## src/rtl/fimm_pkg.sv

```systemverilog
package fimm_pkg;
  localparam int SP_W    = 32;
  localparam int SP_EXP  = 8;
  localparam int SP_FRAC = SP_W - SP_EXP - 1;
  localparam int DP_W    = 64;
  localparam int DP_EXP  = 11;
  localparam int DP_FRAC = DP_W - DP_EXP - 1;
  localparam int SP_BIAS = (1 << (SP_EXP - 1)) - 1;
  localparam int DP_BIAS = (1 << (DP_EXP - 1)) - 1;
  localparam int EXP_ADJ = DP_BIAS - SP_BIAS;
  localparam int MODE_W  = 2;

  typedef enum logic [MODE_W-1:0] {
    MODE_WIDEN  = 2'b00,
    MODE_SPLICE = 2'b01,
    MODE_ZEXT   = 2'b10,
    MODE_RSVD   = 2'b11
  } fimm_mode_e;
endpackage

```

## src/rtl/fimm_widen.sv

```systemverilog
module fimm_widen
  import fimm_pkg::*;
(
  input  logic [SP_W-1:0] sp_i,
  output logic [DP_W-1:0] dp_o
);
  localparam int PAD = DP_FRAC - SP_FRAC;
  localparam int LZW = $clog2(SP_FRAC + 1);

  logic               sgn;
  logic [SP_EXP-1:0]  exp_s;
  logic [SP_FRAC-1:0] frc_s;
  logic [LZW-1:0]     lead;
  logic [LZW-1:0]     shamt;
  logic [SP_FRAC-1:0] frc_n;
  logic [DP_EXP-1:0]  exp_den;
  logic [DP_EXP-1:0]  exp_nrm;

  assign {sgn, exp_s, frc_s} = sp_i;

  // highest set fraction bit; ascending loop, last hit wins
  always_comb begin
    lead = '0;
    for (int i = 0; i < SP_FRAC; i++)
      if (frc_s[i]) lead = LZW'(i);
  end

  assign shamt   = LZW'(SP_FRAC) - lead;
  assign frc_n   = frc_s << shamt;
  assign exp_den = DP_EXP'(EXP_ADJ + 1) - DP_EXP'(shamt);
  assign exp_nrm = DP_EXP'(exp_s) + DP_EXP'(EXP_ADJ);

  always_comb begin
    if (exp_s == '0 && frc_s == '0)
      dp_o = {sgn, {(DP_W-1){1'b0}}};
    else if (exp_s == '0)
      dp_o = {sgn, exp_den, frc_n, {PAD{1'b0}}};
    else if (exp_s == '1)
      dp_o = {sgn, {DP_EXP{1'b1}}, frc_s, {PAD{1'b0}}};
    else
      dp_o = {sgn, exp_nrm, frc_s, {PAD{1'b0}}};
  end
endmodule

```

## src/rtl/fimm_narrow.sv

```systemverilog
module fimm_narrow
  import fimm_pkg::*;
(
  input  logic [DP_W-1:0] dp_i,
  output logic [SP_W-1:0] sp_o
);
  localparam int DEN_LO = EXP_ADJ + 1 - SP_FRAC;
  localparam int DEN_HI = EXP_ADJ;

  logic               sgn;
  logic [DP_EXP-1:0]  exp_d;
  logic [DP_FRAC-1:0] frc_d;
  logic [SP_FRAC:0]   mant;
  logic [SP_FRAC:0]   mant_sh;
  logic               in_den;

  assign {sgn, exp_d, frc_d} = dp_i;
  assign mant   = {1'b1, frc_d[DP_FRAC-1 -: SP_FRAC]};
  assign in_den = (int'(exp_d) >= DEN_LO) && (int'(exp_d) <= DEN_HI);

  always_comb begin
    mant_sh = mant >> (DEN_HI + 1 - int'(exp_d));
    if (in_den)
      sp_o = {sgn, {SP_EXP{1'b0}}, mant_sh[SP_FRAC-1:0]};
    else
      sp_o = {sgn, exp_d[DP_EXP-1], exp_d[SP_EXP-2:0],
              frc_d[DP_FRAC-1 -: SP_FRAC]};
  end
endmodule

```

## src/rtl/fimm_select.sv

```systemverilog
module fimm_select
  import fimm_pkg::*;
(
  input  fimm_mode_e      mode_i,
  input  logic [SP_W-1:0] imm_i,
  input  logic [DP_W-1:0] wide_i,
  input  logic [SP_W-1:0] narrow_i,
  output logic [DP_W-1:0] data_o,
  output logic            legal_o
);
  localparam int HI_W = DP_W - SP_W;

  always_comb begin
    legal_o = 1'b1;
    unique case (mode_i)
      MODE_WIDEN:  data_o = wide_i;
      MODE_SPLICE: data_o = {narrow_i, imm_i};
      MODE_ZEXT:   data_o = {{HI_W{1'b0}}, imm_i};
      default: begin
        data_o  = '0;
        legal_o = 1'b0;
      end
    endcase
  end
endmodule

```

## src/rtl/fimm_load_unit.sv

```systemverilog
module fimm_load_unit
  import fimm_pkg::*;
(
  input  logic              clk,
  input  logic              rst_n,
  input  logic              in_valid,
  output logic              in_ready,
  input  logic [MODE_W-1:0] in_mode,
  input  logic [SP_W-1:0]   in_imm,
  input  logic [DP_W-1:0]   in_cur,
  output logic              res_valid,
  input  logic              res_ready,
  output logic [DP_W-1:0]   res_data,
  output logic              res_illegal
);
  logic [DP_W-1:0] wide;
  logic [SP_W-1:0] narrow;
  logic [DP_W-1:0] nxt_data;
  logic            legal;
  logic            accept;

  fimm_widen  u_widen  (.sp_i(in_imm), .dp_o(wide));
  fimm_narrow u_narrow (.dp_i(in_cur), .sp_o(narrow));
  fimm_select u_select (
    .mode_i  (fimm_mode_e'(in_mode)),
    .imm_i   (in_imm),
    .wide_i  (wide),
    .narrow_i(narrow),
    .data_o  (nxt_data),
    .legal_o (legal)
  );

  assign in_ready = !res_valid || res_ready;
  assign accept   = in_valid && in_ready;

  always_ff @(posedge clk or negedge rst_n) begin
    if (!rst_n) begin
      res_valid   <= 1'b0;
      res_illegal <= 1'b0;
      res_data    <= '0;
    end else if (accept) begin
      res_valid   <= legal;
      res_illegal <= !legal;
      if (legal) res_data <= nxt_data;
    end else begin
      if (res_ready) res_valid <= 1'b0;
      res_illegal <= 1'b0;
    end
  end

  AST_INF_EXP: assert property (@(posedge clk) disable iff (!rst_n)
    accept && in_mode == 2'b00 && in_imm[30:23] == 8'hFF
      |=> res_data[62:52] == 11'h7FF) else $error("inf exp");
  AST_SPLICE_LOW: assert property (@(posedge clk) disable iff (!rst_n)
    accept && in_mode == 2'b01 |=> res_data[31:0] == $past(in_imm)) else $error("splice");
  AST_ZEXT_HIGH: assert property (@(posedge clk) disable iff (!rst_n)
    accept && in_mode == 2'b10 |=> res_data[63:32] == '0) else $error("zext");
  AST_RSVD_NO_WRITE: assert property (@(posedge clk) disable iff (!rst_n)
    accept && in_mode == 2'b11 |=> res_illegal && !res_valid && $stable(res_data)) else $error("rsvd");
  AST_NO_SPURIOUS: assert property (@(posedge clk) disable iff (!rst_n)
    !accept |=> !res_illegal && !$rose(res_valid)) else $error("spurious");
  AST_STALL_HOLD: assert property (@(posedge clk) disable iff (!rst_n)
    res_valid && !res_ready |=> res_valid && $stable(res_data)) else $error("stall");
endmodule

```

## config.mk

```make
export PLATFORM = sky130hd
export DESIGN_NAME = fimm_load_unit
export DESIGN_NICKNAME = d
export VERILOG_FILES = /design/src/rtl/fimm_pkg.sv /design/src/rtl/fimm_widen.sv /design/src/rtl/fimm_narrow.sv /design/src/rtl/fimm_select.sv /design/src/rtl/fimm_load_unit.sv
export SDC_FILE = /design/constraint.sdc
export NUM_CORES = 1
export LEC_CHECK = 0
export BUFFER_PORTS_ARGS = -buffer_cell sky130_fd_sc_hd__buf_2
export CAP_MARGIN = 20
export CORE_UTILIZATION = 50
export CTS_CLUSTER_DIAMETER = 80
export DETAILED_ROUTE_END_ITERATION = 10
export GPL_TIMING_DRIVEN = 0
export PLACE_DENSITY = 0.74
export SKIP_LAST_GASP = 1
export SLEW_MARGIN = 15
export SYNTH_ARGS = -nofsm -noshare
export SYNTH_HDL_FRONTEND = slang
export SYNTH_HIERARCHICAL = 1
export SYNTH_SLANG_ARGS = --single-unit
```

## constraint.sdc

```tcl
create_clock -name clk -period 2.46 [get_ports clk]
set_input_delay 0.123 -clock clk [delete_from_list [all_inputs] [get_ports clk]]
set_output_delay 0.123 -clock clk [all_outputs]
set_load 0.01 [all_outputs]
```

; ---- Word-level counts from Yosys, hierarchy flattened
; Cells that the tools add are included.
[totals]
latchBits = 0
word_cells = 57
n_memories = 0
in_bits = 102
romBits = 0
output_inout_bits = 67
register_bits = 66
ramBits = 0
[op_classes]
n_lt_le_gt_ge = 2
reduce_logical = 12
shifts = 2
multipliers = 0
n_eq_ne = 3
add_sub_neg = 4
div = 0
muxes = 31
bitwise_logic = 0
[op_table]
columns = cell, count
row1 = 64-bit one-hot mux with 3 select lines, 1
row2 = 63-bit 2-to-1 mux, 3
row3 = 5-bit 2-to-1 mux, 7
row4 = 4-bit 2-to-1 mux, 8
row5 = 24-bit by 32-bit right shift with 23-bit output, 1
row6 = 31-bit 2-to-1 mux, 1
row7 = 23-bit logical NOT, 1
row8 = 23-bit by 5-bit << shifter with 23-bit output, 1
row9 = 3-bit 2-to-1 mux, 4
row10 = "10-bit by 11-bit subtractor with 12-bit output, first input constant", 1
row11 = "8-bit by 10-bit adder with 11-bit output, second input constant", 1
row12 = "11-bit by 10-bit >= comparator with 1-bit output, second input constant", 1
row13 = "11-bit by 10-bit <= comparator with 1-bit output, second input constant", 1
row14 = "10-bit by 5-bit subtractor with 11-bit output, first input constant", 1
row15 = "8-bit equality test, second input constant", 1
row16 = 8-bit logical NOT, 1
row17 = 1-bit 2-to-1 mux, 5
row18 = "5-bit subtractor, first input constant", 1
row19 = 2-bit 2-to-1 mux, 2
row20 = 1-bit logical AND, 3
row21 = 3-bit OR reduction, 1
row22 = "2-bit by 1-bit equality test with 1-bit output, second input constant", 1
row23 = "2-bit equality test, second input constant", 1
row24 = 1-bit logical NOT, 2
row25 = 4 further kinds, 4

; ---- Longest topological paths before layout
[logic_depth]
word_depth = 27
mapped_depth = 17
depth_no_buf = 13

; ---- Hierarchy
; Netlist, hierarchy kept.
[by_module_without_submodules]
columns = module, seq_area_each_um2, instances, cells_per_inst, area_each_um2
row1 = fimm_load_unit, 1651.6, 1, 143, 2780.2
row2 = fimm_widen, 0.0, 1, 349, 2308.5
row3 = fimm_narrow, 0.0, 1, 247, 1879.3
row4 = fimm_select, 0.0, 1, 148, 1192.4

; ---- Worst setup path after synthesis
; No wires, ideal clock.
[synth_timing]
kind = in2reg
start = in in_imm[12]
end = reg res_data[49]
t_arrival_ns = 3.097
required_time_ns = 2.335
setup_time_ns = 0.125
stages = 14
path_buffers = 4
slack_ns = -0.762
cell_sequence = clkbuf_1 > nor4_1 > a21oi_2 > inv_1 > clkbuf_1 > ha_1 > clkbuf_1 > nand2b_1 > clkbuf_1 > or3_1 > a41o_1 > mux2i_1 > nor2_1 > mux2_4
[synth_between]
elab_chain_len = 16
[synth_rtl]
columns = element, line_no
row1 = start: declaration, fimm_load_unit.sv:9  ; input logic [SP_W-1:0] in_imm,
row2 = 4-bit 2-to-1 mux (4 in a row), fimm_widen.sv:25  ; if (frc_s[i]) lead = LZW'(i);
row3 = 5-bit 2-to-1 mux (7 in a row), fimm_widen.sv:25
row4 = 5-bit subtractor, fimm_widen.sv:28  ; assign shamt = LZW'(SP_FRAC) - lead;
row5 = 23-bit by 5-bit << shifter with 23-bit output, fimm_widen.sv:29  ; assign frc_n = frc_s << shamt;
row6 = 63-bit 2-to-1 mux, fimm_widen.sv:36  ; else if (exp_s == '0)
row7 = 63-bit 2-to-1 mux *, fimm_widen.sv:34  ; if (exp_s == '0 && frc_s == '0)
row8 = net wide[49], fimm_load_unit.sv:16  ; logic [DP_W-1:0] wide;
row9 = 64-bit one-hot mux with 3 select lines *, fimm_select.sv:15  ; unique case (mode_i)
row10 = net nxt_data[49], fimm_load_unit.sv:18  ; logic [DP_W-1:0] nxt_data;
row11 = end signal: assignment, fimm_load_unit.sv:44  ; if (legal) res_data <= nxt_data;
row12 = end: declaration, fimm_load_unit.sv:13  ; output logic [DP_W-1:0] res_data,
; Mark *: on every way through the listed nets, which the timed path passes. The rest lies on a longest branch.
; A chain may end at the register's enable or synchronous reset.

; ---- Final worst setup path
[layout_timing]
start = in in_imm[9]
end = reg res_data[51]
[layout_between]
elab_chain_len = 19
[layout_rtl]
columns = element, line_no
row1 = 4-bit 2-to-1 mux (7 in a row), fimm_widen.sv:25
row2 = 5-bit 2-to-1 mux (7 in a row), fimm_widen.sv:25
row3 = 5-bit subtractor, fimm_widen.sv:28
row4 = 23-bit by 5-bit << shifter with 23-bit output, fimm_widen.sv:29
row5 = 63-bit 2-to-1 mux, fimm_widen.sv:36
row6 = 63-bit 2-to-1 mux *, fimm_widen.sv:34
row7 = net wide[51], fimm_load_unit.sv:16
row8 = 64-bit one-hot mux with 3 select lines *, fimm_select.sv:15
row9 = net nxt_data[51], fimm_load_unit.sv:18
; Marked as above.

==> key figures <==
Synthesis
  • Synth area leaders: dfrtp_1, mux2i_1, mux2_4, nor2_1, mux4_2
  • Yosys top cell by area: dfrtp_1
  • Synth top area share: 0.2024
  • Mapped cell area: just over 0.008 mm^2
  • Post-synthesis sequential area ratio: 0.2024
  • Synth Area per Inst: approximately 9.2 um^2
  • Ys Warns: 6
  • Main synth FF type: dfrtp_1
  • Mapped Cells: 887
  • #FFs+latches synth: 66
  • Yosys cell types: 97
  • Number of synthesized flops with an enable pin: 0
  • Asr flop ratio synth: 1.000

Routing
  • DR pass1 iterations: 5
  • Final WL: about 30000 um
  • Initial DRC count: between 1000 and 1500
  • Via/cell ratio: around 6.4
  • # DRC: 0
  • Vias: ~8400
  • Routed Antenna Nets: 0
  • Avg WL per Cell: 23.08 um

Clocking
  • Clock Pin Slew Worst Setup and Hold Paths: ~60 ps
  • CTS tree: built
  • CTS root buf: clkbuf_16
  • Max Buffers Root-to-Sink: 2
  • Maximum level of the CTS H-tree: 3
  • Clock Latency Late Sink: 340 ps
  • Clock net sink count: between 60 and 70
  • CTS Buf Count: 9

STA
  • Clock skew: between 6 and 7 ps
  • Fin crit share: 1.060
  • Fmax: 383.6 MHz
  • Minimum clock period: ~2600 ps
  • RSZ-0062 raised after global routing: yes
  • Setup tns final: -877.2 ps
  • Final setup vio count: 12
  • Slew margin rel.: 0.6181
  • Slew @ Worst Pin: between 500 and 600 ps
  • Max Slew Vio Count: 0
  • Hold Fails Final Rpt: 0
  • Worst setup margin: -147.1 ps

Floorplan
  • Height of the die: between 100 and 150 um
  • I/O pin cnt: 169
  • Core area: roughly 0.016 mm^2
  • Row Count: between 40 and 50
  • Initial core utilization: 0.5137
  • Die Area: about 0.017 mm^2
  • Width of the die: roughly 130 um

Setup path
  • Req. time, crit path: about 2700 ps
  • Crit path DAT: 2890 ps
  • CP Launch Type: input pin
  • CP Max Fanout: 10
  • Kind of critical path: input pin to flip-flop
  • CP endpoint kind: flip-flop

Cells and area
  • Layout cells sized above 1: 0.4570
  • Fin cells: roughly 1300
  • # nets final: 1206
  • Utilization after layout: 0.6890
  • Commonest non-fill, non-tap cell in the layout: buf_2
  • Synth-to-Final Area Change: 34.11%
  • ANT cells: 0
  • Commonest non-fill, non-tap cells in the layout: buf_2, mux2i_1, buf_4, nor2_1, dfrtp_1

Placement
  • Final Wtd Congestion: between 1 and 1.5
  • Number of port buffers: roughly 140
  • Dpl hpwl: 22660 um
  • Placed insts: between 1000 and 1500

Global route
  • GRT Util Overall: 0.3579
  • Vias in the first global route: 7838
  • Initial antenna violation count: 0
  • First-pass GRT wire length: ~45000 um
  • Largest net degree at the start of global routing: 57
  • Remaining global-route overflow: 0

Status
  • Status: finished with violations
  • Failing checks: negative setup slack

Pwr
  • Maximum VDD drop: about 0.32 mV
  • P per Cell Area: about 450 mW/mm^2
  • Leakage power: around 5 nW

Run
  • Max_cap viols: 0

Hold path
  • Hold crit path type: input pin to flip-flop
==> path summary, 6_finish.rpt <==
kind | from | endpoint | slack, ps | depth (start not counted)
worst max-delay path | in_imm[9] | res_data[51] | -150 | 14
worst min-delay path | res_ready | res_valid | 80 | 3
worst max register to register | res_valid | res_data[0] | 990 | 5
worst min register to register | res_data[14] | res_data[14] | 500 | 1
max in group asynchronous | rst_n | res_data[44] | 1750 | 3
min in group asynchronous | rst_n | res_data[10] | 180 | 2
==> routing by layer <==
| metal | vias up | GRT usage | wire length (um) |
|---|---|---|---|
| li1 | 3731 | - | - |
| met1 | 4075 | 0.4845 | 12690 |
| met2 | 519 | 0.5690 | 14010 |
| met3 | 86 | 0.05617 | 2669 |
| met4 | 0 | 0.1471 | 1117 |
| met5 | - | 0 | 0 |
==> logic make-up after synthesis <==
kind of cell	synth area share
multiplexers	0.2932
buffers and inverters	0.1073
adder cells (fa/ha/maj)	0.006133
XOR/XNOR	0.006594
AND/OR/NAND/NOR	0.1555
AO/OA/AOI/OAI	0.2285
flip-flops	0.2024
other	0.0004595
==> layout make-up <==
type	count	area, um^2
repair inverters	1	8.758
plain buffers	95	869.6
inverters	19	105.1
clock inverters	6	63.81
fillers	1263	4941
flip-flops and latches	66	1652
repair buffers	183	1186
clock buffers	10	239.0
well taps	216	270.3
multi-input cells	725	6550
==> cell usage after synthesis (5+ instances only) <==
cell	number
a211o_1	6
a31oi_1	7
a21o_1	6
mux2_4	60
o31ai_1	7
nor3_1	19
nor2_1	85
mux4_2	14
nand2_1	65
a221o_1	7
clkbuf_1	18
buf_12	9
buf_4	34
buf_6	12
a22o_1	11
dfrtp_1	66
buf_1	5
o22ai_1	10
o21ai_1	9
nor2b_1	12
a22oi_1	8
mux2i_1	104
a211oi_1	13
nand2b_1	8
o2bb2ai_1	33
buf_2	26
nor4_1	6
o21ai_0	29
mux2_2	12
o21a_1	8
a21oi_1	35
or3_1	6
inv_1	16
nand3_1	14
==> registers in the layout, indices dropped and copies added (netlist names) <==
signal and cells:
res_valid 1, res_data 64, res_illegal 1
==> worst max-delay path, stage by stage <==
cell	delay (ps)
buf_12	110
or2_1	240
a211o_1	280
o211a_1	260
o21a_1	200
buf_8	160
buf_6	160
o211ai_1	140
a31oi_1	120
o21a_1	210
a311oi_1	380
mux2i_1	130
nor2_1	190
mux2_4	180
==> power by group <==
part,switching (mW),internal (mW),total (mW)
Clock,0.521,0.812,1.33
Sequential,0.127,1.28,1.40
Combinational,1.15,1.08,2.24
Total,1.80,3.17,4.97
==> per-stage QoR <==
step	setup WS [ps]	area, um^2	total power, mW	hold WS [ps]
floorplan	-317.0	8564	2.687	-172.6
global route	-173.8	10940	5.185	106.8
global placement	-1263	9515	3.335	345.9
CTS	-44.29	10510	4.830	70.35
detailed placement	-1190	9545	3.356	-20.16
finish	-147.1	10940	4.974	83.17
==> timing repair <==
action	in CTS	in global routing
gates cloned	1	0
gates resized for setup	106	85
endpoints found under the setup margin	32	31
buffers inserted	33	11
hold buffers	2	0
pin swaps	29	37
endpoints found under the hold margin	67	0
No activity file was read; power rests on OpenSTA's default activity.
